--- config.mk ---
export PLATFORM = sky130hd
export DESIGN_NAME = ll_dma_chan
export DESIGN_NICKNAME = d
export VERILOG_FILES = /design/src/rtl/ll_dma_pkg.sv /design/src/rtl/ll_dma_astep.sv /design/src/rtl/ll_dma_hs.sv /design/src/rtl/ll_dma_irq.sv /design/src/rtl/ll_dma_ctrl.sv /design/src/rtl/ll_dma_chan.sv
export SDC_FILE = /design/constraint.sdc
export NUM_CORES = 1
export LEC_CHECK = 0
export ABC_AREA = 1
export CAP_MARGIN = 20
export CORE_UTILIZATION = 30
export CTS_CLUSTER_DIAMETER = 150
export CTS_CLUSTER_SIZE = 30
export DETAILED_ROUTE_END_ITERATION = 6
export GPL_ROUTABILITY_DRIVEN = 1
export SLEW_MARGIN = 20
export SYNTH_ARGS = -nofsm -noshare
export SYNTH_HDL_FRONTEND = slang
export SYNTH_HIERARCHICAL = 1
export SYNTH_SLANG_ARGS = --single-unit
--- constraint.sdc ---
create_clock -name clk -period 2 [get_ports clk]
set_input_delay 0.2 -clock clk [delete_from_list [all_inputs] [get_ports clk]]
set_output_delay 0.2 -clock clk [all_outputs]
set_load 0.02 [all_outputs]
--- src/rtl/ll_dma_pkg.sv ---
package ll_dma_pkg;

  // control word field positions
  localparam int CTL_SMODE_LSB = 12;
  localparam int CTL_DMODE_LSB = 14;
  localparam int CTL_LAST_BIT  = 16;
  localparam int CTL_BURST_LSB = 17;

  // interrupt bit positions
  localparam int IRQ_TFR = 0;
  localparam int IRQ_BLK = 1;
  localparam int IRQ_SRC = 2;
  localparam int IRQ_DST = 3;
  localparam int IRQ_ERR = 4;
  localparam int NIRQ    = 5;

  // descriptor word slots
  localparam logic [1:0] DW_SRC  = 2'd0;
  localparam logic [1:0] DW_DST  = 2'd1;
  localparam logic [1:0] DW_NEXT = 2'd2;
  localparam logic [1:0] DW_CTL  = 2'd3;

  typedef enum logic [2:0] {
    ST_IDLE, ST_FETCH, ST_WAIT, ST_RD, ST_WR, ST_ACK, ST_BEND
  } eng_state_e;

  function automatic logic [31:0] step_word(input logic [31:0] a, input logic [1:0] m);
    case (m)
      2'b00:   step_word = a + 32'd4;
      2'b01:   step_word = a - 32'd4;
      default: step_word = a;
    endcase
  endfunction

endpackage

--- src/rtl/ll_dma_astep.sv ---
module ll_dma_astep #(
  parameter int AW = 32
) (
  input  logic          clk,
  input  logic          rst_n,
  input  logic          load,
  input  logic [AW-1:0] load_val,
  input  logic          step,
  input  logic [1:0]    mode,
  output logic [AW-1:0] addr
);
  localparam logic [AW-1:0] WSTEP = AW'(4);

  logic [AW-1:0] addr_q;

  always_ff @(posedge clk or negedge rst_n) begin
    if (!rst_n) begin
      addr_q <= '0;
    end else if (load) begin
      addr_q <= load_val;
    end else if (step) begin
      case (mode)
        2'b00:   addr_q <= addr_q + WSTEP;
        2'b01:   addr_q <= addr_q - WSTEP;
        default: addr_q <= addr_q;
      endcase
    end
  end

  assign addr = addr_q;
endmodule

--- src/rtl/ll_dma_hs.sv ---
module ll_dma_hs (
  input  logic clk,
  input  logic rst_n,
  input  logic sw_sel,
  input  logic hw_req,
  input  logic sw_req,
  input  logic take,
  input  logic done,
  output logic pend,
  output logic ack
);
  logic sw_pend_q;

  always_ff @(posedge clk or negedge rst_n) begin
    if (!rst_n) begin
      sw_pend_q <= 1'b0;
    end else if (sw_sel && sw_req) begin
      sw_pend_q <= 1'b1;
    end else if (take) begin
      sw_pend_q <= 1'b0;
    end
  end

  assign pend = sw_sel ? sw_pend_q : hw_req;
  assign ack  = done && !sw_sel;
endmodule

--- src/rtl/ll_dma_irq.sv ---
module ll_dma_irq #(
  parameter int N = 5
) (
  input  logic         clk,
  input  logic         rst_n,
  input  logic [N-1:0] set,
  input  logic [N-1:0] clr,
  input  logic [N-1:0] mask,
  output logic [N-1:0] raw,
  output logic [N-1:0] stat,
  output logic         any
);
  logic [N-1:0] raw_q;

  for (genvar i = 0; i < N; i++) begin : g_flag
    always_ff @(posedge clk or negedge rst_n) begin
      if (!rst_n)       raw_q[i] <= 1'b0;
      else if (set[i])  raw_q[i] <= 1'b1;
      else if (clr[i])  raw_q[i] <= 1'b0;
    end
  end

  assign raw  = raw_q;
  assign stat = raw_q & mask;
  assign any  = |stat;
endmodule

--- src/rtl/ll_dma_ctrl.sv ---
module ll_dma_ctrl
  import ll_dma_pkg::*;
#(
  parameter int AW   = 32,
  parameter int DW   = 32,
  parameter int LENW = 12
) (
  input  logic          clk,
  input  logic          rst_n,
  input  logic          glb_en,
  input  logic          ch_start,
  input  logic [AW-1:0] start_llp,
  input  logic [1:0]    side_pend,
  input  logic [AW-1:0] src_addr,
  input  logic [AW-1:0] dst_addr,
  output logic          src_load,
  output logic          src_step,
  output logic          dst_load,
  output logic          dst_step,
  output logic [1:0]    src_mode,
  output logic [1:0]    dst_mode,
  output logic          take,
  output logic          done,
  output logic          ev_tfr,
  output logic          ev_blk,
  output logic          ev_err,
  output logic          en,
  output logic          mem_req,
  output logic          mem_we,
  output logic [AW-1:0] mem_addr,
  output logic [DW-1:0] mem_wdata,
  input  logic          mem_gnt,
  input  logic          mem_rvalid,
  input  logic [DW-1:0] mem_rdata,
  input  logic          mem_err
);
  eng_state_e      state_q;
  logic [1:0]      fidx_q;
  logic            pend_q;
  logic            en_q;
  logic [AW-1:0]   fptr_q;
  logic [AW-1:0]   llp_q;
  logic [LENW-1:0] left_q;
  logic [LENW-1:0] beats_q;
  logic [DW-1:0]   hold_q;
  logic [1:0]      smode_q, dmode_q, burst_q;
  logic            last_q;

  logic            rsp_ok, rsp_bad, chain_end;
  logic [LENW-1:0] burst_words, first_beats;

  assign rsp_ok      = pend_q && mem_rvalid && !mem_err;
  assign rsp_bad     = pend_q && mem_rvalid && mem_err;
  assign chain_end   = last_q || (llp_q == '0);
  assign burst_words = LENW'(1) << burst_q;
  assign first_beats = (left_q < burst_words) ? left_q : burst_words;

  always_comb begin
    mem_req   = 1'b0;
    mem_we    = 1'b0;
    mem_addr  = fptr_q + AW'({fidx_q, 2'b00});
    mem_wdata = hold_q;
    case (state_q)
      ST_FETCH: mem_req = !pend_q;
      ST_RD: begin
        mem_req  = !pend_q;
        mem_addr = src_addr;
      end
      ST_WR: begin
        mem_req  = !pend_q;
        mem_we   = 1'b1;
        mem_addr = dst_addr;
      end
      default: ;
    endcase
  end

  assign src_load = (state_q == ST_FETCH) && rsp_ok && (fidx_q == DW_SRC);
  assign src_step = (state_q == ST_RD) && rsp_ok;
  assign dst_step = (state_q == ST_WR) && rsp_ok;
  assign dst_load = ch_start && !en_q;
  assign take     = (state_q == ST_WAIT) && (left_q != '0) && (&side_pend);
  assign done     = (state_q == ST_ACK);
  assign ev_blk   = (state_q == ST_BEND);
  assign ev_tfr   = (state_q == ST_BEND) && chain_end;
  assign ev_err   = rsp_bad;
  assign src_mode = smode_q;
  assign dst_mode = dmode_q;
  assign en       = en_q;

  always_ff @(posedge clk or negedge rst_n) begin
    if (!rst_n) begin
      pend_q <= 1'b0;
    end else if (mem_req && mem_gnt) begin
      pend_q <= 1'b1;
    end else if (mem_rvalid) begin
      pend_q <= 1'b0;
    end
  end

  always_ff @(posedge clk or negedge rst_n) begin
    if (!rst_n) begin
      state_q <= ST_IDLE;
      fidx_q  <= '0;
      en_q    <= 1'b0;
      fptr_q  <= '0;
      llp_q   <= '0;
      left_q  <= '0;
      beats_q <= '0;
      hold_q  <= '0;
      smode_q <= '0;
      dmode_q <= '0;
      burst_q <= '0;
      last_q  <= 1'b0;
    end else if (rsp_bad) begin
      en_q    <= 1'b0;
      state_q <= ST_IDLE;
    end else begin
      case (state_q)
        ST_IDLE: begin
          if (ch_start && !en_q) begin
            en_q   <= 1'b1;
            fptr_q <= start_llp;
          end else if (en_q && glb_en) begin
            fidx_q  <= '0;
            state_q <= ST_FETCH;
          end
        end
        ST_FETCH: begin
          if (rsp_ok) begin
            case (fidx_q)
              DW_NEXT: llp_q <= mem_rdata[AW-1:0];
              DW_CTL: begin
                left_q  <= mem_rdata[LENW-1:0];
                smode_q <= mem_rdata[CTL_SMODE_LSB +: 2];
                dmode_q <= mem_rdata[CTL_DMODE_LSB +: 2];
                last_q  <= mem_rdata[CTL_LAST_BIT];
                burst_q <= mem_rdata[CTL_BURST_LSB +: 2];
              end
              default: ;
            endcase
            fidx_q <= fidx_q + 2'd1;
            if (fidx_q == DW_CTL) state_q <= ST_WAIT;
          end
        end
        ST_WAIT: begin
          if (left_q == '0) begin
            state_q <= ST_BEND;
          end else if (&side_pend) begin
            beats_q <= first_beats;
            state_q <= ST_RD;
          end
        end
        ST_RD: begin
          if (rsp_ok) begin
            hold_q  <= mem_rdata;
            state_q <= ST_WR;
          end
        end
        ST_WR: begin
          if (rsp_ok) begin
            left_q  <= left_q - LENW'(1);
            beats_q <= beats_q - LENW'(1);
            state_q <= (beats_q == LENW'(1)) ? ST_ACK : ST_RD;
          end
        end
        ST_ACK: state_q <= ST_WAIT;
        ST_BEND: begin
          if (chain_end) begin
            en_q    <= 1'b0;
            state_q <= ST_IDLE;
          end else begin
            fptr_q  <= llp_q;
            fidx_q  <= '0;
            state_q <= ST_FETCH;
          end
        end
        default: state_q <= ST_IDLE;
      endcase
    end
  end
endmodule

--- src/rtl/ll_dma_chan.sv ---
module ll_dma_chan
  import ll_dma_pkg::*;
#(
  parameter int AW   = 32,
  parameter int DW   = 32,
  parameter int LENW = 12
) (
  input  logic            clk,
  input  logic            rst_n,
  input  logic            glb_en,
  input  logic            ch_start,
  input  logic [AW-1:0]   start_dar,
  input  logic [AW-1:0]   start_llp,
  input  logic            src_sw_sel,
  input  logic            dst_sw_sel,
  output logic            ch_active,
  input  logic            src_req,
  input  logic            src_sw_req,
  output logic            src_ack,
  input  logic            dst_req,
  input  logic            dst_sw_req,
  output logic            dst_ack,
  output logic            mem_req,
  output logic            mem_we,
  output logic [AW-1:0]   mem_addr,
  output logic [DW-1:0]   mem_wdata,
  input  logic            mem_gnt,
  input  logic            mem_rvalid,
  input  logic [DW-1:0]   mem_rdata,
  input  logic            mem_err,
  input  logic [NIRQ-1:0] irq_mask,
  input  logic [NIRQ-1:0] irq_clr,
  output logic [NIRQ-1:0] irq_raw,
  output logic [NIRQ-1:0] irq_stat,
  output logic            irq
);
  localparam int NSIDE = 2;

  logic [NSIDE-1:0]         hs_sel, hs_hw, hs_sw, hs_ack, side_pend;
  logic [NSIDE-1:0]         a_load, a_step;
  logic [NSIDE-1:0][1:0]    a_mode;
  logic [NSIDE-1:0][AW-1:0] a_lval, a_addr;
  logic                     take, done, ev_tfr, ev_blk, ev_err;
  logic [NIRQ-1:0]          ev_set;

  assign hs_sel = {dst_sw_sel, src_sw_sel};
  assign hs_hw  = {dst_req, src_req};
  assign hs_sw  = {dst_sw_req, src_sw_req};
  assign src_ack = hs_ack[0];
  assign dst_ack = hs_ack[1];
  assign a_lval[0] = mem_rdata[AW-1:0];
  assign a_lval[1] = start_dar;

  ll_dma_ctrl #(.AW(AW), .DW(DW), .LENW(LENW)) u_ctrl (
    .clk, .rst_n, .glb_en, .ch_start, .start_llp,
    .side_pend,
    .src_addr (a_addr[0]),
    .dst_addr (a_addr[1]),
    .src_load (a_load[0]),
    .src_step (a_step[0]),
    .dst_load (a_load[1]),
    .dst_step (a_step[1]),
    .src_mode (a_mode[0]),
    .dst_mode (a_mode[1]),
    .take, .done, .ev_tfr, .ev_blk, .ev_err,
    .en (ch_active),
    .mem_req, .mem_we, .mem_addr, .mem_wdata,
    .mem_gnt, .mem_rvalid, .mem_rdata, .mem_err
  );

  for (genvar s = 0; s < NSIDE; s++) begin : g_side
    ll_dma_hs u_hs (
      .clk, .rst_n,
      .sw_sel (hs_sel[s]),
      .hw_req (hs_hw[s]),
      .sw_req (hs_sw[s]),
      .take,
      .done,
      .pend   (side_pend[s]),
      .ack    (hs_ack[s])
    );
    ll_dma_astep #(.AW(AW)) u_astep (
      .clk, .rst_n,
      .load     (a_load[s]),
      .load_val (a_lval[s]),
      .step     (a_step[s]),
      .mode     (a_mode[s]),
      .addr     (a_addr[s])
    );
  end

  always_comb begin
    ev_set          = '0;
    ev_set[IRQ_TFR] = ev_tfr;
    ev_set[IRQ_BLK] = ev_blk;
    ev_set[IRQ_SRC] = done;
    ev_set[IRQ_DST] = done;
    ev_set[IRQ_ERR] = ev_err;
  end

  ll_dma_irq #(.N(NIRQ)) u_irq (
    .clk, .rst_n,
    .set  (ev_set),
    .clr  (irq_clr),
    .mask (irq_mask),
    .raw  (irq_raw),
    .stat (irq_stat),
    .any  (irq)
  );
endmodule

After elaboration in Yosys (flattened, before gate mapping)

Cells that the tools add are included.

Register bits: 205
Logic and storage cells: 183

Add/subtract/negate cells: 8
$lt $le $gt $ge: 1
Eq/ne operators: 29
Shift operators: 1
Muxes and demuxes: 59
Bitwise gates (word level): 2
Reduce and logical (&&, ||, !) cells: 61

Operator list:

| kind                                                  | count |
|---|---|
| case mux 32 bit (2 select lines)                      | 4 |
| two-way mux 32 bit                                    | 6 |
| two-way mux 12 bit                                    | 7 |
| adder 32 x 3 -> 32 bit, second input constant         | 2 |
| subtractor 32 x 3 -> 32 bit, second input constant    | 2 |
| case mux 12 bit (2 select lines)                      | 2 |
| adder 32 x 4 -> 32 bit                                | 1 |
| zero test 32 bit                                      | 1 |
| two-way mux 3 bit                                     | 10 |
| nonzero test 2 bit                                    | 13 |
| subtractor 12 x 1 -> 12 bit, second input constant    | 2 |
| two-way mux 1 bit                                     | 23 |
| case mux 3 bit (7 select lines)                       | 1 |
| logical AND 1 bit                                     | 17 |
| inequality test 3 x 2 -> 1 bit, second input constant | 5 |
| == test 12 x 1 -> 1 bit, second input constant        | 1 |
| zero test 12 bit                                      | 1 |
| less-than comparator 12 bit                           | 1 |
| AND reduction 4 bit                                   | 3 |
| nonzero test 12 bit                                   | 1 |
| nonzero test 3 bit                                    | 4 |
| << shifter 1 x 2 -> 12 bit, first input constant      | 1 |
| inequality test 2 bit, second input constant          | 5 |
| AND reduction 5 bit                                   | 2 |
| 25 further kinds                                      | 46 |

Logic depth before layout (Yosys ltp)

Word-level depth: 6
Depth in mapped cells: 19
Gate-level depth less buffers: 18

By module

Netlist, hierarchy kept.

Modules (own cells, without submodules):

| module       | instances | cells each | area an instance (um^2) | sequential area each (um^2) |
|---|---|---|---|---|
| ll_dma_ctrl  | 1         | 1,207      | 8,146.6                 | 3,353.2 |
| ll_dma_astep | 2         | 584        | 3,509.6                 | 800.8 |
| ll_dma_irq   | 1         | 30         | 242.7                   | 125.1 |
| ll_dma_hs    | 2         | 11         | 62.6                    | 25.0 |

Worst setup path after synthesis

No wires, ideal clock.

Path kind: reg2out
Start point: register u_ctrl.fidx_q[0]
End point: output mem_addr[22]
Data arrival time: 2.067 ns
Required time: 1.800 ns
Slack: -0.267 ns
Stages on the path, launching flop included: 13
Path buffers: 0
Cell sequence: dfrtp_1 ha_1 inv_1 fa_1 inv_1 nand3_1 inv_1 nand2_1 inv_1 nand2_1 nor2_1 nor2_1 o21bai_1

Cells in the longest elaborated chain, start to end: 2

Ends and longest elaborated chain:

| what                             | line               | RTL |
|---|---|---|
| start: declaration               | ll_dma_ctrl.sv:38  | `logic [1:0] fidx_q;` |
| start signal: assignment         | ll_dma_ctrl.sv:142 | `fidx_q <= fidx_q + 2'd1;` |
| adder 32 x 4 -> 32 bit           | ll_dma_ctrl.sv:61  | `mem_addr = fptr_q + AW'({fidx_q, 2'b00});` |
| case mux 32 bit (2 select lines) | ll_dma_ctrl.sv:63  | `case (state_q)` |
| end: declaration                 | ll_dma_chan.sv:25  | `output logic [AW-1:0] mem_addr,` |

No other way between the ends.

Final worst setup path

Start point: register u_ctrl.fptr_q[2]
End point: output mem_addr[16]

Cells in the longest elaborated chain, start to end: 2

Ends and longest elaborated chain:

| what                             | line               | RTL |
|---|---|---|
| start: declaration               | ll_dma_ctrl.sv:41  | `logic [AW-1:0] fptr_q;` |
| start signal: assignment         | ll_dma_ctrl.sv:123 | `fptr_q <= start_llp;` |
| start signal: assignment         | ll_dma_ctrl.sv:173 | `fptr_q <= llp_q;` |
| adder 32 x 4 -> 32 bit           | ll_dma_ctrl.sv:61  |  |
| case mux 32 bit (2 select lines) | ll_dma_ctrl.sv:63  |  |

No other way between the ends.

==> results.rst <==
.. list-table::
   :header-rows: 1

   * - Metric
     - Value
   * - Run status
     - finished with violations
   * - Violated checks
     - negative setup slack
   * - TritonCTS Sinks
     - 205
   * - Number of failing hold endpoints at the final stage
     - 0
   * - Top achievable clock speed
     - 369.8 MHz
   * - Pin count of the biggest net entering global routing
     - 65
   * - HPWL after detailed placement
     - 53380 um
   * - Type of the worst setup path
     - flop to output pin
   * - Total power density per cell area
     - 1234 nW/um^2
   * - Reg2Reg Setup Slack
     - -170 ps
   * - Setup Skew
     - 31.83 ps
   * - Buffer depth of the longest clock path
     - 3
   * - Post-synthesis area per instance
     - 6.400 um^2
   * - Overall die width
     - 229.6 um
   * - H-tree depth
     - 1
   * - CTS clock-pin slew for the worst setup and hold paths
     - 130 ps
   * - Finish-stage setup viols
     - 81
   * - Initial standard-cell utilization of the core
     - 30.34%
   * - Category of the worst setup path launch point
     - flop
   * - Number of I/O pins
     - 199
   * - Fin crit share
     - 135.2%
   * - Vias in the first global route
     - 17640
   * - Drt drc
     - 0
   * - TritonCTS clock tree
     - built
   * - Endpoint of the worst-slack reg-to-reg timing path
     - g_side[1].u_astep/addr[19]$_DFFE_PN0P_
   * - Required @ worst endpoint
     - 1800 ps
   * - Wirelength per Cell
     - 19.61 um
   * - Final RePlAce weighted congestion
     - 0.9472
   * - Yosys warns
     - 6
   * - Total number of vias
     - 18843
   * - Cell at the root of the clock tree
     - sky130_fd_sc_hd__clkbuf_16
   * - Synth unique cells
     - 49
   * - Total global routing overflow
     - 0
   * - Maximum vdd ir drop
     - 0.6110 mV
   * - Maximum fanout along the worst path
     - 5
   * - Core area
     - 51200 um^2
   * - Class of the most critical hold timing path
     - primary input to asynchronous set/reset pin
   * - Core utilization of the finished layout
     - 49.84%
   * - Sequential share of the synthesized area
     - 33.02%
   * - Worst Path Arrival
     - 2500 ps
   * - Fin worst setup slack
     - -704.1 ps
   * - Setup repair after global routing missed its margin
     - yes
   * - Placement row count
     - 83
   * - Worst reg2reg path startpoint
     - u_ctrl/dst_mode[1]$_DFFE_PN0P_
   * - Number of antenna-violating nets in the routed design
     - 0
   * - Drt via density
     - 5.086
   * - Area overhead of the layout relative to synthesis
     - 64.26%
   * - Worst-Margin Slew
     - 723.3 ps
   * - Total wire length
     - 72640 um
   * - Final std cells w/o fill
     - 3705
   * - Worst slew slack as a fraction of its limit
     - 51.15%
   * - Final critical path time including I/O delays and setup
     - 2704 ps
   * - Number of buffers added by the clock tree synthesis step
     - 11
   * - Chip Height
     - 229.6 um
   * - Port-buffer cells
     - 198
   * - Number of antenna violations at the first check in global routing
     - 0
   * - Number of filler cells placed in the layout
     - 4902
   * - Wire length of the first global-routing pass
     - 104500 um
   * - Mapped Cells
     - 2427
   * - Placed instance count
     - 3555
   * - All-Layer GR Usage
     - 25.70%
   * - Timing startpoint of the critical path
     - u_ctrl/fptr_q[2]$_DFFE_PN0P_
   * - Leakage
     - 12.62 nW
   * - Clock network latency to the later pin of the worst-skew pair
     - 510 ps
   * - Maximum capacitance violations
     - 0
   * - Nets@finish
     - 3157
   * - Nets in the synthesized netlist
     - 2560
   * - Antenna diode count
     - 0
   * - Most frequent cells in the layout
     - sky130_fd_sc_hd__nand2_1 (702), sky130_fd_sc_hd__buf_4 (321), sky130_fd_sc_hd__inv_1 (244)
   * - Synthesized cell area
     - 15530 um^2
   * - Die area
     - 52690 um^2
   * - Number of iterations in the first detailed-routing pass
     - 6
   * - Most common cell after layout, fill and taps aside
     - sky130_fd_sc_hd__nand2_1
   * - Setup crit end kind
     - output pin
   * - Post-synthesis register bit count
     - 205
   * - Fraction of layout cells with a size suffix above 1
     - 37.52%
   * - Cell depth of the worst flop-to-flop path
     - 16
   * - First DRT Iteration DRCs
     - 1551
   * - Max Transition Viols Final
     - 0
==> area by class of cell <==
type / count / area, um^2 / area share [%]
inverter: 332 / 1304 / 5.110
timing repair buffer: 654 / 6382 / 25.01
clock buffer: 11 / 275.3 / 1.079
clock inverter: 3 / 41.29 / 0.1618
sequential: 205 / 5136 / 20.13
tap: 680 / 850.8 / 3.334
multi-input combinational: 1820 / 11530 / 45.17
==> critical path, cell delays in order, from the launching register on <==
cell and delay (ps):
sky130_fd_sc_hd__dfrtp_1 380, sky130_fd_sc_hd__ha_2 190, sky130_fd_sc_hd__inv_2 40, sky130_fd_sc_hd__fa_2 340
sky130_fd_sc_hd__inv_2 90, sky130_fd_sc_hd__nand3_4 80, sky130_fd_sc_hd__inv_2 80, sky130_fd_sc_hd__nand2_4 60
sky130_fd_sc_hd__inv_2 80, sky130_fd_sc_hd__nand2_4 80, sky130_fd_sc_hd__nor2_4 110, sky130_fd_sc_hd__buf_6 100
sky130_fd_sc_hd__nand2_2 40, sky130_fd_sc_hd__nand3_2 90, sky130_fd_sc_hd__nand3_4 90, sky130_fd_sc_hd__buf_6 150
==> per-stage QoR <==
stage	area (um^2)	total power [W]	hold slack [ps]	TNS, ps	setup slack, ps
after global placement	20650	0.02331	114.7	-26520	-696.5
after detailed placement	20650	0.02348	115.4	-28470	-682.4
after CTS	23390	0.02864	151.6	-16980	-739.9
after global routing	25520	0.03340	164.3	-28030	-795.0
final	25520	0.03147	152.9	-20710	-704.1
after floorplan	15580	0.01541	-95.59	-9.603	-9.603
==> worst max-delay path by stage <==
stage | to | cells past startpoint
final | mem_addr[16] | 15
after floorplan | mem_addr[26] | 14
after CTS | mem_addr[16] | 15
after global routing | mem_addr[16] | 15
after global placement | mem_addr[26] | 15
after detailed placement | mem_addr[26] | 15
==> synth_stat cells, drive strengths merged <==
library cell,instances,area (um^2)
nand2,952,3669
inv,328,1231
nand3,220,1136
nor2,207,862.1
dfrtp,205,5130
o21ai,162,818.3
a21oi,51,255.2
buf,45,342.8
xor2,38,452.9
a41oi,32,280.3
clkbuf,28,105.1
nor3,21,140.1
o211ai,18,135.1
nand4,17,106.4
o21bai,15,112.6
ha,13,162.7
a22o,12,105.1
nand3b,10,75.07
o221ai,10,87.58
a21o,9,67.56
o41ai,6,52.55
o22ai,5,31.28
a41o,4,40.04
clkinv,4,15.01
and2,3,18.77
xnor2,3,26.28
a31oi,2,12.51
or2,2,12.51
and3,1,6.260
fa,1,20.02
nor3b,1,7.510
o21a,1,7.510
o311ai,1,8.760
==> flip-flops by register name, indices dropped and copies added (netlist names), 3 cells and up <==
name                 flops
g_side.u_astep/addr     64
u_ctrl/fptr_q           32
u_ctrl/llp_q            32
u_ctrl/mem_wdata        32
u_ctrl/beats_q          12
u_ctrl/left_q           12
u_irq/raw                5
u_ctrl/state_q           3
==> per-layer routing <==
metal | global-route usage, % | vias to the layer above | wire length, um
met4 | 6.958 | 0 | 2593
met3 | 2.826 | 155 | 4252
met2 | 41.92 | 630 | 33850
met1 | 35.77 | 9122 | 31940
met5 | 0 | - | 0
li1 | - | 8936 | -
==> power breakdown <==
part,internal [W],switching (W)
sequential,0.00567,0.00177
combinational,0.00925,0.0121
clock,0.00106,0.00163
total,0.0160,0.0155
==> cell families after synthesis <==
group           synth area share [%]
buf+inv                        10.91
xor+xnor                       3.085
compound gates                 12.97
flops                          33.02
fa+ha+maj                      1.176
simple gates                   38.84
==> repair_timing <==
action                     4_1_cts  5_1_grt
hold buffers                     1        0
pin swaps                      155      248
gates resized for setup        652      462
setup endpoints to repair       97      116
cloned                           5        5
hold endpoints to repair       180        0
setup buffers                   77       69
Power figures use the tool's default switching activity.
